## src/rtl/seq_ctrl_pkg.sv

```systemverilog
package seq_ctrl_pkg;
  localparam int unsigned STATE_W = 3;

  localparam logic [STATE_W-1:0] ST_IDLE  = 3'd0;
  localparam logic [STATE_W-1:0] ST_ARMED = 3'd1;
  localparam logic [STATE_W-1:0] ST_FIRE  = 3'd2;
  localparam logic [STATE_W-1:0] ST_WAIT  = 3'd3;
  localparam logic [STATE_W-1:0] ST_DONE  = 3'd4;
endpackage

```

## src/rtl/mm_next_state.sv

```systemverilog
module mm_next_state
  import seq_ctrl_pkg::*;
(
  input  logic [STATE_W-1:0] cur_state,
  input  logic               adv,
  input  logic               hold,
  output logic [STATE_W-1:0] nxt_state,
  output logic               pulse
);
  always_comb begin
    nxt_state = ST_IDLE;
    pulse     = 1'b0;
    case (cur_state)
      ST_IDLE: begin
        nxt_state = adv ? ST_ARMED : ST_IDLE;
        pulse     = ~adv;
      end
      ST_ARMED: begin
        nxt_state = adv ? ST_FIRE : ST_IDLE;
        pulse     = adv;
      end
      ST_FIRE: begin
        nxt_state = ST_WAIT;
        pulse     = 1'b0;
      end
      ST_WAIT: begin
        if (hold) begin
          nxt_state = ST_WAIT;
          pulse     = 1'b0;
        end else begin
          nxt_state = adv ? ST_DONE : ST_IDLE;
          pulse     = 1'b1;
        end
      end
      ST_DONE: begin
        nxt_state = ST_IDLE;
        pulse     = 1'b0;
      end
      default: begin
        nxt_state = ST_IDLE;
        pulse     = 1'b0;
      end
    endcase
  end
endmodule

```

## src/rtl/mm_level_dec.sv

```systemverilog
module mm_level_dec
  import seq_ctrl_pkg::*;
(
  input  logic [STATE_W-1:0] code,
  output logic               level
);
  always_comb begin
    case (code)
      ST_ARMED, ST_WAIT, ST_DONE: level = 1'b1;
      default:                    level = 1'b0;
    endcase
  end
endmodule

```

## src/rtl/seq_ctrl_mm.sv

```systemverilog
module seq_ctrl_mm
  import seq_ctrl_pkg::*;
(
  input  logic         clk,
  input  logic         rst,
  input  logic         adv_in,
  input  logic         hold_in,
  output logic         pulse_out,
  output logic         level_out,
  output logic [2:0]   state_code
);
  logic [STATE_W-1:0] st_q;
  logic [STATE_W-1:0] st_d;
  logic               pulse_c;
  logic               level_d;
  logic               level_q;

  mm_next_state u_next (
    .cur_state (st_q),
    .adv       (adv_in),
    .hold      (hold_in),
    .nxt_state (st_d),
    .pulse     (pulse_c)
  );

  // Decode the level from the next state so the registered copy lines up with st_q
  mm_level_dec u_level (
    .code  (st_d),
    .level (level_d)
  );

  always_ff @(posedge clk) begin
    if (rst) begin
      st_q    <= ST_IDLE;
      level_q <= 1'b0;
    end else begin
      st_q    <= st_d;
      level_q <= level_d;
    end
  end

  assign pulse_out  = pulse_c;
  assign level_out  = level_q;
  assign state_code = st_q;

  AST_RESET_IDLE: assert property (@(posedge clk) rst |=> (st_q == ST_IDLE && !level_q));
  AST_IDLE_STAYS: assert property (@(posedge clk) disable iff (rst)
    (st_q == ST_IDLE && !adv_in) |=> st_q == ST_IDLE);
  AST_FIRE_TO_WAIT: assert property (@(posedge clk) disable iff (rst)
    (st_q == ST_FIRE) |=> st_q == ST_WAIT);
  AST_HOLD_PARKS: assert property (@(posedge clk) disable iff (rst)
    (st_q == ST_WAIT && hold_in) |=> st_q == ST_WAIT);
  AST_DONE_TO_IDLE: assert property (@(posedge clk) disable iff (rst)
    (st_q == ST_DONE) |=> st_q == ST_IDLE);
  AST_LEVEL_TRACKS: assert property (@(posedge clk) disable iff (rst)
    level_q == (st_q == ST_ARMED || st_q == ST_WAIT || st_q == ST_DONE));
  AST_CODE_USED: assert property (@(posedge clk) disable iff (rst)
    st_q <= ST_DONE);
endmodule

```

## config.mk

```make
export PLATFORM = sky130hd
export DESIGN_NAME = seq_ctrl_mm
export DESIGN_NICKNAME = d
export VERILOG_FILES = /design/src/rtl/seq_ctrl_pkg.sv /design/src/rtl/mm_next_state.sv /design/src/rtl/mm_level_dec.sv /design/src/rtl/seq_ctrl_mm.sv
export SDC_FILE = /design/constraint.sdc
export NUM_CORES = 1
export LEC_CHECK = 0
export BUFFER_PORTS_ARGS = -buffer_cell sky130_fd_sc_hd__buf_2
export CAP_MARGIN = 20
export CORE_AREA = 2 2 39 41
export DETAILED_ROUTE_END_ITERATION = 10
export DIE_AREA = 0 0 41 43
export PLACE_DENSITY = 0.41
export RECOVER_POWER = 25
export SLEW_MARGIN = 15
export SYNTH_ARGS = -nofsm -noshare
export SYNTH_HDL_FRONTEND = slang
export SYNTH_HIERARCHICAL = 1
export SYNTH_SLANG_ARGS = --single-unit
export TNS_END_PERCENT = 10
```

## constraint.sdc

```tcl
create_clock -name clk -period 1.9 [get_ports clk]
set_input_delay 0.095 -clock clk [delete_from_list [all_inputs] [get_ports clk]]
set_output_delay 0.095 -clock clk [all_outputs]
set_load 0.02 [all_outputs]
```

==> run metrics <==
grt total ovfl 0; port buffer count 8; total track usage 5.52%; drt via density 3.80; WL final 411 µm; clock buffer depth 2; cts bufs inserted 3; most common cell after layout, fill and taps aside buf_2; Syn Area/Cell roughly 9.3 µm²; pin count of the biggest net entering global routing 9; Slew headroom 79.7%; Post-Synthesis Cells 22; first-pass GRT wire length between 600 and 700 µm; Starting DRT DRC Count 0; antenna violations before repair 0; Final Hold Fails 0; Reg clk slew, reported paths 0.04 ns; Unique masters post-synth 14; Root Buffer clkbuf_4; minimum clock period 1.52 ns; GPL Wtd Cong 0.605; CTS sink count 4; # IOs 9; Mapped Nets 26; Hold/Removal Path Class in -> reg; total negative slack 0 ns; CP arrival 1.65 ns; # fillers 161; fraction of layout cells with a size suffix above 1 36.4%; CTS Hold Bufs 0; RSZ-0062 raised after global routing no; WL/cell 8.39 µm; NumNets Final 39; Max Freq 0.657 GHz; via count 186; commonest non-fill, non-tap cells in the layout buf_2 (6), nor2b_1 (4), dfxtp_1 (4); number of max-cap violations 0; Skew-Pair Late Insertion Delay 0.23 ns; warnings from Yosys 6; final setup fails 0; worst clock skew around 0.0013 ns; fin. max-slew vios 0; worst slack, placed 0.366 ns; vias in the first global route 169; Die Ht approximately 43 µm; critical path class reg -> reg; leakage power 0.116 nW; Core Rows 14; CTS H-Tree Depth 1; Ant. Diodes 0; TritonRoute pass-1 iters 1; Chip Width 41 µm; P per Cell Area 878 nW/µm²; number of routed nets with antenna violations 0; CTS resizes 0; initial core utilization 14.8%; worst slew pin tran 0.302 ns; period utilisation layout roughly 80%; post-synthesis sequential area ratio 39.0%; Die ar. 1760 µm²; CP required just over 2 ns; r2r setup slk 0.38 ns; Pwr Total approximately 0.00025 W; status complete, no violations; crit-path max FO 8; core area approximately 1400 µm²; Setup crit end kind flip-flop; flops & latches, synth 4; Layout area overhead 39.0%; CP Launch Type flip-flop; number of remaining DRC errors 0; min setup slack post-route 0.377 ns; worst-case vdd ir drop ~0.0002 V; Cell Area, Synth a little over 200 µm²; CTS tree built; Setup Buffers After CTS 0
-- flip-flops by register name, indices dropped and copies added, names as in the netlist --
name	cells
state_code	3
level_out	1
-- where the power goes --
| part | switching (W) | total [W] | leakage [nW] | internal [W] |
|---|---|---|---|---|
| combinational | 0.0000251 | 0.0000496 | 0.0694 | 0.0000244 |
| sequential | 0.00000638 | 0.0000960 | 0.0329 | 0.0000897 |
| clock | 0.0000342 | 0.000105 | 0.0138 | 0.0000706 |
| total | 0.0000657 | 0.000250 | 0.116 | 0.000185 |
-- cells in the mapped netlist (all sizes together) --
cell type  n  area share, %
a21oi      2            4.9
a311oi     2             12
dfxtp      4             39
inv        1            1.8
mux2       1            7.3
nand2      2            3.7
nand2b     1            3.1
nor2       1            1.8
nor2b      4             12
nor3       1            2.4
o21ba      1            4.9
o21bai     1            3.7
or2b       1            3.7
-- layout make-up --
| cell class | count | area, µm² | area share [%] |
|---|---|---|---|
| clock buffer | 3 | 22.5 | 7.89 |
| inverter | 1 | 3.75 | 1.32 |
| multi-input combinational | 17 | 121 | 42.5 |
| tap | 16 | 20.0 | 7.02 |
| timing repair buffer | 8 | 37.5 | 13.2 |
| sequential | 4 | 80.1 | 28.1 |
-- layer usage --
| layer | share of wire [%] | up-vias | global-route usage (%) |
|---|---|---|---|
| met3 | 0.97 | 0 | 0 |
| li1 | - | 99 | - |
| met2 | 62 | 1 | 8.75 |
| met5 | 0 | - | 0 |
| met1 | 37 | 86 | 4.81 |
| met4 | 0 | 0 | 8.00 |
-- logic make-up after synthesis --
group,count (synthesis),synth area share (%)
AOI/OAI and AO/OA,6,25.0
buffers and inverters,1,1.83
DFF,4,39.0
muxes,1,7.31
and+or+nand+nor,10,26.8
-- metrics by stage --
stage	instances	hold slack [ns]	area, µm²	util, %
global route	49	0.0647	285	20.6
finish	49	0.0705	285	20.6
floorplan	22	0.167	205	-
global placement	46	0.315	265	19.2
detailed placement	46	0.313	265	19.2
CTS	49	0.0649	288	20.8
-- worst max-delay path, cell delays in order, from the launching register on --
cell and delay (ns):
dfxtp_1 0.43, or2b_1 0.28, nor3_1 0.26, mux2_4 0.32, nor2b_1 0.12
-- worst paths after layout --
kind | startpoint | to | cells after the start
worst min-delay path | rst | state_code[0] | 2
worst max register to register | state_code[1] | level_out | 4
worst min register to register | state_code[2] | state_code[1] | 2
worst max-delay path | state_code[1] | level_out | 4
Power figures use the tool's default switching activity.
